[src/rtl/stat_pkg.sv]
package stat_pkg;
  localparam int N_CNT    = 11;
  localparam int WIN_BITS = 12;              // 4 KiB counter window
  localparam int WORD_W   = WIN_BITS - 2;    // word index inside the window

  // word index (byte offset / 4) of each counter inside the window
  function automatic logic [WORD_W-1:0] cnt_word(input int idx);
    case (idx)
      0:       cnt_word = 10'd0;   // 0x000 checksum errors
      1:       cnt_word = 10'd3;   // 0x00C receive errors
      2:       cnt_word = 10'd5;   // 0x014 single collisions
      3:       cnt_word = 10'd6;   // 0x018 excessive collisions
      4:       cnt_word = 10'd29;  // 0x074 good received
      5:       cnt_word = 10'd30;  // 0x078 broadcast received
      6:       cnt_word = 10'd31;  // 0x07C multicast received
      7:       cnt_word = 10'd52;  // 0x0D0 all received
      8:       cnt_word = 10'd53;  // 0x0D4 all sent
      9:       cnt_word = 10'd60;  // 0x0F0 multicast sent
      default: cnt_word = 10'd61;  // 0x0F4 broadcast sent
    endcase
  endfunction
endpackage

[src/rtl/stat_counter.sv]
module stat_counter #(
  parameter int W = 32
) (
  input  logic         clk,
  input  logic         rst_n,
  input  logic         inc,
  input  logic         clr,
  output logic [W-1:0] cnt
);
  localparam logic [W-1:0] MAX = {W{1'b1}};

  always_ff @(posedge clk) begin
    if (!rst_n)      cnt <= '0;
    else if (clr)    cnt <= inc ? W'(1) : '0;
    else if (inc && cnt != MAX) cnt <= cnt + W'(1);
  end

  assert_count_up_R2: assert property (@(posedge clk) disable iff (!rst_n)
    (inc && !clr && cnt != MAX) |=> cnt == $past(cnt) + W'(1));
  assert_clear_R3: assert property (@(posedge clk) disable iff (!rst_n)
    (clr && !inc) |=> cnt == '0);
  assert_keep_event_R4: assert property (@(posedge clk) disable iff (!rst_n)
    (clr && inc) |=> cnt == W'(1));
  assert_no_wrap_R5: assert property (@(posedge clk) disable iff (!rst_n)
    (inc && !clr && cnt == MAX) |=> cnt == MAX);
endmodule

[src/rtl/stat_addr_decode.sv]
module stat_addr_decode
  import stat_pkg::*;
#(
  parameter int          ADDR_W   = 16,
  parameter logic [ADDR_W-1:0] WIN_BASE = 16'h4000
) (
  input  logic [ADDR_W-1:0] addr,
  output logic [N_CNT-1:0]  hit
);
  localparam int TAG_W = ADDR_W - WIN_BITS;

  logic in_win;
  assign in_win = addr[ADDR_W-1:WIN_BITS] == WIN_BASE[ADDR_W-1:WIN_BITS];

  for (genvar g = 0; g < N_CNT; g++) begin : g_hit
    assign hit[g] = in_win && (addr[WIN_BITS-1:2] == cnt_word(g));
  end

  initial assert (TAG_W > 0);

  always_comb begin
    assert_single_hit_R6: assert ($onehot0(hit));
  end
endmodule

[src/rtl/stat_read_port.sv]
module stat_read_port #(
  parameter int W = 32
) (
  input  logic         clk,
  input  logic         rst_n,
  input  logic         req_valid,
  input  logic         req_write,
  output logic         req_ready,
  output logic         rd_take,
  input  logic [W-1:0] rd_value,
  output logic         rsp_valid,
  input  logic         rsp_ready,
  output logic [W-1:0] rsp_data
);
  assign req_ready = !rsp_valid || rsp_ready;
  assign rd_take   = req_valid && req_ready && !req_write;

  always_ff @(posedge clk) begin
    if (!rst_n) begin
      rsp_valid <= 1'b0;
      rsp_data  <= '0;
    end else if (rd_take) begin
      rsp_valid <= 1'b1;
      rsp_data  <= rd_value;
    end else if (rsp_ready) begin
      rsp_valid <= 1'b0;
    end
  end

  assert_latency_R8: assert property (@(posedge clk) disable iff (!rst_n)
    rd_take |=> rsp_valid);
  assert_write_silent_R7: assert property (@(posedge clk) disable iff (!rst_n)
    (req_valid && req_ready && req_write) |=> !rsp_valid);
  assert_hold_R9: assert property (@(posedge clk) disable iff (!rst_n)
    (rsp_valid && !rsp_ready) |=> (rsp_valid && $stable(rsp_data)));
endmodule

[src/rtl/evt_stats_bank.sv]
module evt_stats_bank
  import stat_pkg::*;
#(
  parameter int                CNT_W    = 32,
  parameter int                ADDR_W   = 16,
  parameter logic [ADDR_W-1:0] WIN_BASE = 16'h4000
) (
  input  logic              clk,
  input  logic              rst_n,
  input  logic [N_CNT-1:0]  evt_pulse,
  input  logic              req_valid,
  output logic              req_ready,
  input  logic              req_write,
  input  logic [ADDR_W-1:0] req_addr,
  output logic              rsp_valid,
  input  logic              rsp_ready,
  output logic [CNT_W-1:0]  rsp_data
);
  logic [N_CNT-1:0] hit;
  logic             rd_take;
  logic [CNT_W-1:0] cnt [N_CNT];
  logic [CNT_W-1:0] rd_value;

  stat_addr_decode #(.ADDR_W(ADDR_W), .WIN_BASE(WIN_BASE)) u_dec (
    .addr (req_addr),
    .hit  (hit)
  );

  for (genvar g = 0; g < N_CNT; g++) begin : g_cnt
    stat_counter #(.W(CNT_W)) u_cnt (
      .clk   (clk),
      .rst_n (rst_n),
      .inc   (evt_pulse[g]),
      .clr   (rd_take && hit[g]),
      .cnt   (cnt[g])
    );
  end

  always_comb begin
    rd_value = '0;
    for (int i = 0; i < N_CNT; i++)
      if (hit[i]) rd_value |= cnt[i];
  end

  stat_read_port #(.W(CNT_W)) u_port (
    .clk       (clk),
    .rst_n     (rst_n),
    .req_valid (req_valid),
    .req_write (req_write),
    .req_ready (req_ready),
    .rd_take   (rd_take),
    .rd_value  (rd_value),
    .rsp_valid (rsp_valid),
    .rsp_ready (rsp_ready),
    .rsp_data  (rsp_data)
  );

  assert_miss_zero_R6: assert property (@(posedge clk) disable iff (!rst_n)
    (rd_take && hit == '0) |=> rsp_data == '0);
  assert_reset_idle_R1: assert property (@(posedge clk)
    !rst_n |=> !rsp_valid);
endmodule

[config.mk]
export PLATFORM = sky130hd
export DESIGN_NAME = evt_stats_bank
export DESIGN_NICKNAME = d
export VERILOG_FILES = /design/src/rtl/stat_pkg.sv /design/src/rtl/stat_counter.sv /design/src/rtl/stat_addr_decode.sv /design/src/rtl/stat_read_port.sv /design/src/rtl/evt_stats_bank.sv
export SDC_FILE = /design/constraint.sdc
export NUM_CORES = 1
export LEC_CHECK = 0
export BUFFER_PORTS_ARGS = -buffer_cell sky130_fd_sc_hd__buf_2
export CAP_MARGIN = 20
export CORE_ASPECT_RATIO = 1.75
export CORE_MARGIN = 10
export CORE_UTILIZATION = 40
export CTS_CLUSTER_DIAMETER = 150
export DETAILED_ROUTE_END_ITERATION = 8
export PLACE_DENSITY = 0.55
export RECOVER_POWER = 100
export SKIP_LAST_GASP = 1
export SLEW_MARGIN = 40
export SYNTH_ARGS = -nofsm -noshare
export SYNTH_HDL_FRONTEND = slang
export SYNTH_SLANG_ARGS = --single-unit
[constraint.sdc]
create_clock -name clk -period 2.4 [get_ports clk]
set_input_delay 0.48 -clock clk [delete_from_list [all_inputs] [get_ports clk]]
set_output_delay 0.48 -clock clk [all_outputs]
set_load 0.05 [all_outputs]
# After elaboration in Yosys (flattened, before gate mapping)
# Cells that the tools add are included.
# Widths: inputs -> output; s select.
# classes
addsub	11
eq_ne	22
mux	46
n_bitwise	10
n_reduce_logical	51
# op_table
operator	count
$mux 32	33
$add 32x1->32 const B	11
$ne 32x32->1 const B	11
$or 32x32->32	10
$eq 10x6->1 const B	4
$logic_and 1x1->1	35
$eq 10x5->1 const B	3
$reduce_bool 2->1	12
$eq 10x3->1 const B	2
$mux 1	13
$eq 10x2->1 const B	1
$logic_not 10->1	1
$eq 4x3->1 const B	1
$logic_not 1->1	2
$logic_or 1x1->1	1
# word_totals
register_bits	385
out_inout_bits	34
wordCells	153

# Logic depth before layout (Yosys ltp)
# Gate-level depths: netlist of run 1.
# depth
word_depth	23
depth_mapped	9

# By module
# From an unflattened synthesis of run 1, not the netlist that was laid out.
# hier_totals
hier_cells	2708
area_unflattened_um2	22660.5
# by_module_without_submodules
mod	n_inst	cells_each	area_per_inst_um2	seq_area_each_um2
stat_counter	11	208	1731.7	640.6
evt_stats_bank	1	249	2016.9	0.0
stat_read_port	1	144	1371.3	660.6
stat_addr_decode	1	27	224.0	0.0

# Worst setup path after synthesis of run 1
# Ideal clock, no wire load.
# synth_timing
path_type	register to register
start	register u_port.rsp_valid
end	register u_port.rsp_data[14]
setup_time_ns	0.074
t_arrival_ns	2.599
path_slack_ns	-0.273
stages_incl_launch_ff	9
n_path_buf	3
period_less_slack_ns	2.673
path_cell_list	dfxtp_1 nor2b_1 inv_1 nand2_1 clkbuf_1 clkbuf_1 clkbuf_1 a221oi_1 a31oi_1
# synth_via
elab_chain_cells	4
# synth_lines
element	line_no	source
start: declaration	stat_read_port.sv:11	output logic rsp_valid,
start signal: assignment	stat_read_port.sv:20	rsp_valid <= 1'b0;
start signal: assignment	stat_read_port.sv:23	rsp_valid <= 1'b1;
start signal: assignment	stat_read_port.sv:26	rsp_valid <= 1'b0;
$logic_not 1->1	stat_read_port.sv:15	assign req_ready = !rsp_valid || rsp_ready;
$logic_or 1x1->1	stat_read_port.sv:15	
net req_ready	evt_stats_bank.sv:12	output logic req_ready,
$logic_and 1x1->1 (2 in a row)	stat_read_port.sv:16	assign rd_take = req_valid && req_ready && !req_write;
end signal: assignment	stat_read_port.sv:24	rsp_data <= rd_value;
end: declaration	stat_read_port.sv:13	output logic [W-1:0] rsp_data
# The timed path passes the listed nets, and every way through them passes these cells.
# A chain may end at the register's enable or synchronous reset.

# Final worst setup path of run 1
# layout_timing
start	register u_port.rsp_valid
end	register u_port.rsp_data[15]
# layout_via
elab_chain_cells	4
# layout_lines
element	line_no
$logic_not 1->1	stat_read_port.sv:15
$logic_or 1x1->1	stat_read_port.sv:15
$logic_and 1x1->1 (2 in a row)	stat_read_port.sv:16
# Every way passes these cells.

==> results of run 1 <==
==> worst max path at each step <==
stage | slack [ns] | to | startpoint | cells after the start
6_report | 0.02 | u_port.rsp_data[15]$_SDFFE_PN0P_ | u_port.rsp_valid$_SDFFE_PN0P_ | 8
5_1_grt | -0.006 | g_cnt[4].u_cnt.cnt[6]$_SDFFE_PN0P_ | rst_n | 7
4_1_cts | 0.06 | g_cnt[5].u_cnt.cnt[1]$_SDFFE_PN0P_ | g_cnt[5].u_cnt.cnt[17]$_SDFFE_PN0P_ | 6
3_5_place_dp | -0.34 | u_port.rsp_data[11]$_SDFFE_PN0P_ | req_addr[13] | 9
3_3_place_gp | -0.34 | u_port.rsp_data[10]$_SDFFE_PN0P_ | req_addr[13] | 9
2_1_floorplan | -0.007 | g_cnt[1].u_cnt.cnt[17]$_SDFFE_PN0P_ | req_addr[7] | 9
==> worst max-delay path: stages, from the launching register on <==
cell and delay, ns:
dfxtp_2 0.32, nor2b_2 0.15, inv_1 0.12, nand2_1 0.13, clkbuf_4 0.37, buf_4 0.30
a221o_1 0.26, a221oi_1 0.45, a31oi_1 0.14
==> per-stage QoR <==
stage / total power, mW / utilization [%] / hold WS, ns
2_1_floorplan: 7.20 / - / 0.435
3_3_place_gp: 7.73 / 47.8 / 0.445
3_5_place_dp: 7.74 / 47.8 / 0.468
4_1_cts: 14.5 / 50.3 / 0.214
5_1_grt: 14.8 / 50.1 / 0.235
6_report: 14.4 / 50.1 / 0.195
==> power groups by stage <==
stage,Sequential (mW),Clock [mW],Combinational (mW)
2_1_floorplan,6.76,0,0.438
3_3_place_gp,6.66,0,1.07
3_5_place_dp,6.66,0,1.08
4_1_cts,6.52,6.90,1.08
5_1_grt,6.52,7.10,1.14
6_report,6.52,6.79,1.08
==> cells in the mapped netlist, types with 11 or more instances <==
| cell | n | share of area (%) |
|---|---|---|
| a21oi_1 | 235 | 5.3 |
| nor2_1 | 104 | 1.8 |
| a211oi_1 | 18 | 0.61 |
| a31oi_1 | 49 | 1.4 |
| and3_1 | 82 | 2.3 |
| clkbuf_1 | 104 | 1.8 |
| nand2_1 | 191 | 3.2 |
| nand4_1 | 129 | 3.6 |
| nor3_1 | 45 | 1.0 |
| nand2b_1 | 16 | 0.45 |
| a22oi_1 | 29 | 0.98 |
| or4_1 | 63 | 2.1 |
| a221oi_1 | 34 | 1.3 |
| mux2i_1 | 19 | 0.85 |
| o31ai_1 | 70 | 2.4 |
| ha_1 | 11 | 0.62 |
| and2_1 | 18 | 0.51 |
| and4_1 | 62 | 2.4 |
| o211ai_1 | 49 | 1.7 |
| xnor2_1 | 32 | 1.3 |
| buf_2 | 49 | 1.1 |
| a32oi_1 | 15 | 0.59 |
| nand3_1 | 191 | 4.3 |
| dfxtp_1 | 385 | 35 |
| or3_1 | 132 | 3.7 |
| a222oi_1 | 18 | 0.81 |
| a211o_1 | 33 | 1.3 |
| inv_1 | 54 | 0.91 |
| o21ai_0 | 227 | 5.1 |
| a22o_1 | 26 | 1.0 |
| o41ai_1 | 15 | 0.59 |
| nor4_1 | 50 | 1.4 |
| or2_2 | 16 | 0.45 |
| o21a_1 | 13 | 0.44 |
==> metal layers <==
layer / routed length (µm) / GRT usage, % / vias to the layer above
met5: 0 / 0 / -
met3: 6310 / 4.57 / 386
met1: 35900 / 30.9 / 12400
met2: 51800 / 53.9 / 1082
li1: - / - / 11700
met4: 11200 / 28.4 / 0
==> flip-flops by register name, summed over array words and instances (netlist names) <==
| signal | cells |
|---|---|
| u_port.rsp_data | 32 |
| u_port.rsp_valid | 1 |
| g_cnt.u_cnt.cnt | 352 |
==> area by class of cell <==
cell class                 instances  area share [%]
antenna                            3          0.0271
clock inverter                    20           0.764
clock buffer                      54            4.29
inverter                          55           0.746
tap                              696            3.15
timing repair buffer             497            13.9
multi-input combinational       2155            49.2
sequential                       385            27.9
==> logic make-up (layout without fill, tap and decap cells) <==
family	after synthesis	in the layout	share of synthesized area, %
simple gates	1165	1165	30.5
compound gates	921	921	27.2
flops	385	385	34.6
buf+inv	232	626	4.66
xor+xnor	38	38	1.49
mux	20	20	0.905
fa+ha+maj	11	11	0.618
other cells	0	3	0
==> repair_timing <==
item | in CTS | in global routing
gates resized for setup | 0 | 6
setup buffers | 0 | 0
endpoints found under the setup margin | 0 | 24
==> results.yml, run 1 <==
sta:
  final.setup.tns_ns: 0
  setup_violations: 0
  tightest_slew_ns: 1.67
  report.final.slew_viol_count: 16
  slew_headroom_pct: -11.6
  hold_viol_final: 0
  clock-skew-final_ns: 0.0233
  clock.fmax_mhz: 420
  timing.final.crit_share_pct: 99.3
  setup_ws_ns: 0.0173
  fin_crit_ns: 2.38
floorplan:
  dieWidth_um: 198
  initial_utilization_pct: 40.3
  dieArea_um2: 65900
  ios: 66
  fp.dieH_um: 332
  core_area_um2: 55200
  placementRows: 114
cells_and_area:
  layout_commonest_cell: "buf_4"
  fillers: 5462
  seq_area_um2: 7710
  nets: 3178
  final_cell_mix: "buf_4 (384), dfxtp_1 (382), a21oi_1 (235)"
  area_delta_synth_final_pct: 24.3
  multiInputGateArea_um2: 13600
  drive_gt1_share_pct: 19.1
  final_area_um2: 27700
  layoutNonFillerInstCount: 3865
logic_synthesis:
  synthCells: 2772
  syn_area_um2: 22300
  synth_async_sr_flop_share_pct: 0
  ys_types: 88
  ys_seq_area_share_pct: 34.6
  synth.avg_cell_area_um2: 8.03
  synth-seq-cells: 385
  ys.flop_type: "dfxtp_1"
  synth-edff-count: 0
  synthesis.nets: 2815
  yosys_warnings: 0
clock_network:
  cts_tree: "yes"
  root_buffer: "clkbuf_16"
  cts_sinks: 385
  clockBufferDepth: 3
  clkLatencyLatePin_ns: 0.59
  cts_max_level: 2
  hold_buffers: 0
  numCtsBuffers: 41
  clkTransAtPathRegs_ns: 0.07
placed_design:
  place_ws_ns: -0.340
  dp_hpwl_um: 84000
  portBuffers: 63
  place_congestion: 1.03
  place_area_um2: 26400
  dp_cells: 3786
worst_hold_path:
  hold_depth: 3
  hold_class: "in -> reg"
  min_from: "rst_n"
  holdPathEnd: "g_cnt[5].u_cnt.cnt[0]$_SDFFE_PN0P_"
grt:
  grt_pass1_wl_um: 154000
  grt_max_degree: 37
  grt_usage_pct: 30.9
  antenna_found_initial: 5
  grt_overflow: 0
  grt_pass1_vias: 24400
run_status:
  violations: "capacitance limit, slew limit"
  status: "complete, but fails checks"
setup_path:
  cp.required_ns: 2.85
  rrSetupSlack_ns: 0.02
  worstSetupStartpointType: "flop"
  reg2reg_depth: 8
  timing.rr.start: "u_port.rsp_valid$_SDFFE_PN0P_"
  timing.rr.end: "u_port.rsp_data[15]$_SDFFE_PN0P_"
  cp-end-kind: "flop"
  path_class: "reg -> reg"
  arrival_ns: 2.83
  cp_max_fo: 27
routing:
  drt_pass1_iterations: 9
  ant_nets: 0
  viasPerCell: 6.60
  wire_per_inst_um: 27.2
  drc_errors: 0
  first_iter_violations: 2166
  dr_total_vias: 25500
  drt-total-wl_um: 105000
power:
  p_leak_nw: 9.19
  power_density_nw_per_um2: 520
  irDropWorstVdd_mv: 0.540
  pwr-share-comb_pct: 7.5
  seqPwrFrac_pct: 45.3
  switchingPower_mw: 3.67
  power_frac_clock_pct: 47.2
  p_int_mw: 10.7
  swShare_pct: 25.5
flow_run:
  drv_cap: 1
(Power assumes the default switching activity.)
==> run 2: changes to the inputs <==
PLACE_DENSITY = 0.54   (was 0.55)
==> results.yml, run 2 (synthesis results as in run 1) <==
run_status:
  status: "complete, but fails checks"
  violations: "setup timing"
sta:
  clock-skew-final_ns: 0.0214
  setup_violations: 2
  final.setup.tns_ns: -0.0196
  slew_headroom_pct: 40.2
  clock.fmax_mhz: 414
  rsz0062_at_grt: "no"
  report.final.slew_viol_count: 0
  timing.final.crit_share_pct: 101
  setup_ws_ns: -0.0131
  fin_crit_ns: 2.41
  tightest_slew_ns: 0.897
  hold_viol_final: 0
floorplan:
  initial_utilization_pct: 40.3
  fp.dieH_um: 332
  ios: 66
  core_area_um2: 55200
  dieArea_um2: 65900
  dieWidth_um: 198
  placementRows: 114
worst_hold_path:
  hold_depth: 4
  hold_class: "in -> reg"
  holdPathEnd: "u_port.rsp_valid$_SDFFE_PN0P_"
  min_from: "rsp_ready"
placed_design:
  dp_hpwl_um: 81300
  place_congestion: 1.05
  place_area_um2: 26400
  portBuffers: 63
  dp_cells: 3792
setup_path:
  timing.rr.start: "g_cnt[10].u_cnt.cnt[4]$_SDFFE_PN0P_"
  reg2reg_depth: 7
  cp_max_fo: 13
  path_cells: "buf_2, or4b_1, buf_4, buf_12, nor4_2, clkbuf_2, clkbuf_1, a221oi_1, a31oi_1"
  rrSetupSlack_ns: 0.09
  path_class: "in -> reg"
  critPathSlowestCell: "or4b_1"
  max_stage_delay_ns: 0.58
  worstSetupStartpointType: "input pin"
  path_buf_inv: 5
  path_delay_family: "buffers and inverters"
  arrival_ns: 2.90
  timing.rr.end: "g_cnt[10].u_cnt.cnt[17]$_SDFFE_PN0P_"
  cp.required_ns: 2.89
  cp-end-kind: "flop"
routing:
  drt-total-wl_um: 101000
  wl_met1_um: 35000
  highest_layer: "met4"
  first_iter_violations: 2442
  dr_total_vias: 25300
  viasPerCell: 6.55
  dr_wl_met2_um: 50700
  drt_pass1_iterations: 6
  dr_wl_met3_um: 6430
  ant_nets: 0
  drc_errors: 0
  wire_per_inst_um: 26.2
power:
  irDropWorstVdd_mv: 0.721
  p_int_mw: 10.6
  seqPwrFrac_pct: 46.1
  p_leak_nw: 9.11
  power_density_nw_per_um2: 514
  switchingPower_mw: 3.58
  pwr-share-comb_pct: 7.6
  swShare_pct: 25.3
  totalPowerFinal_mw: 14.2
  power_frac_clock_pct: 46.3
clock_network:
  cts_tree: "yes"
  cts_resized: 0
  root_buffer: "clkbuf_16"
  clkLatencyLatePin_ns: 0.58
  cts_sinks: 385
  post_cts_buffers: 0
  numCtsBuffers: 41
  cts_max_level: 2
  hold_buffers: 0
  clkTransAtPathRegs_ns: 0.06
  clockBufferDepth: 3
cells_and_area:
  fillers: 5432
  layout_commonest_cell: "dfxtp_1"
  nets: 3182
  layoutNonFillerInstCount: 3868
  area_delta_synth_final_pct: 23.6
  drive_gt1_share_pct: 18.4
  regMostFlops: "g_cnt.u_cnt.cnt"
  final_cell_mix: "dfxtp_1 (384), buf_4 (367), a21oi_1 (235)"
  finish.utilization_pct: 49.9
  top_regs: "g_cnt.u_cnt.cnt x352, u_port.rsp_data x32, u_port.rsp_valid x1"
  largest_reg_flops: 352
  final_area_um2: 27500
grt:
  grt_usage_pct: 29.7
  grt_pass1_wl_um: 150000
  grt_max_degree: 49
  grt_pass1_vias: 24100
  antenna_found_initial: 1
  grt_overflow: 0
flow_run:
  drv_cap: 0
run 2: changes by cell type in the layout (fill, tap and decap cells not counted), moves of 6 or more:
cell / change
clkbuf_4: +8
clkinv_2: -6
buf_4: -17
clkbuf_1: +17
run 2: area by class of cell:
type                       instances  area, µm²  area share (%)
tap                              696        871            3.16
sequential                       385       7710            28.0
clock inverter                     9       98.8           0.359
inverter                          55        206           0.750
antenna                            4       10.0          0.0364
clock buffer                      63       1240            4.51
timing repair buffer             501       3810            13.9
multi-input combinational       2155      13600            49.3
run 2: through the flow:
stage                     hold WS (ns)  setup WS [ns]
after CTS                        0.225         0.0147
after global routing             0.276        0.00926
final                            0.254        -0.0131
after detailed placement         0.465         -0.436
after global placement           0.444         -0.464
after floorplan                  0.435       -0.00687
run 2: tightest hold or removal path, delay by kind of cell:
kind,cells,cell delay [ns]
AND/OR/NAND/NOR,1,0.05
AO/OA/AOI/OAI,1,0.08
buffers and inverters,2,0.18
run 2: how the worst max path moves through the flow:
stage / start / to / slack [ns] / cells after the start
floorplan: req_addr[7] / g_cnt[1].u_cnt.cnt[17]$_SDFFE_PN0P_ / -0.007 / 9
global placement: req_addr[13] / g_cnt[6].u_cnt.cnt[10]$_SDFFE_PN0P_ / -0.46 / 10
detailed placement: req_addr[13] / g_cnt[6].u_cnt.cnt[10]$_SDFFE_PN0P_ / -0.44 / 10
CTS: g_cnt[9].u_cnt.cnt[0]$_SDFFE_PN0P_ / g_cnt[9].u_cnt.cnt[26]$_SDFFE_PN0P_ / 0.01 / 6
global route: g_cnt[10].u_cnt.cnt[4]$_SDFFE_PN0P_ / g_cnt[10].u_cnt.cnt[26]$_SDFFE_PN0P_ / 0.009 / 6
finish: req_addr[12] / u_port.rsp_data[14]$_SDFFE_PN0P_ / -0.01 / 9
run 2: metal layers:
metal | track usage [%] | vias to the layer above
li1 | - | 11700
met1 | 30.4 | 12200
met2 | 52.7 | 1090
met3 | 4.39 | 339
met4 | 23.6 | 0
met5 | 0 | -
run 2: power by group through the flow:
stage | Clock [mW] | Sequential, mW | Combinational, mW
5_1_grt | 6.88 | 6.52 | 1.13
3_3_place_gp | 0 | 6.66 | 1.08
3_5_place_dp | 0 | 6.66 | 1.09
6_report | 6.56 | 6.52 | 1.08
4_1_cts | 6.67 | 6.51 | 1.09
2_1_floorplan | 0 | 6.76 | 0.438
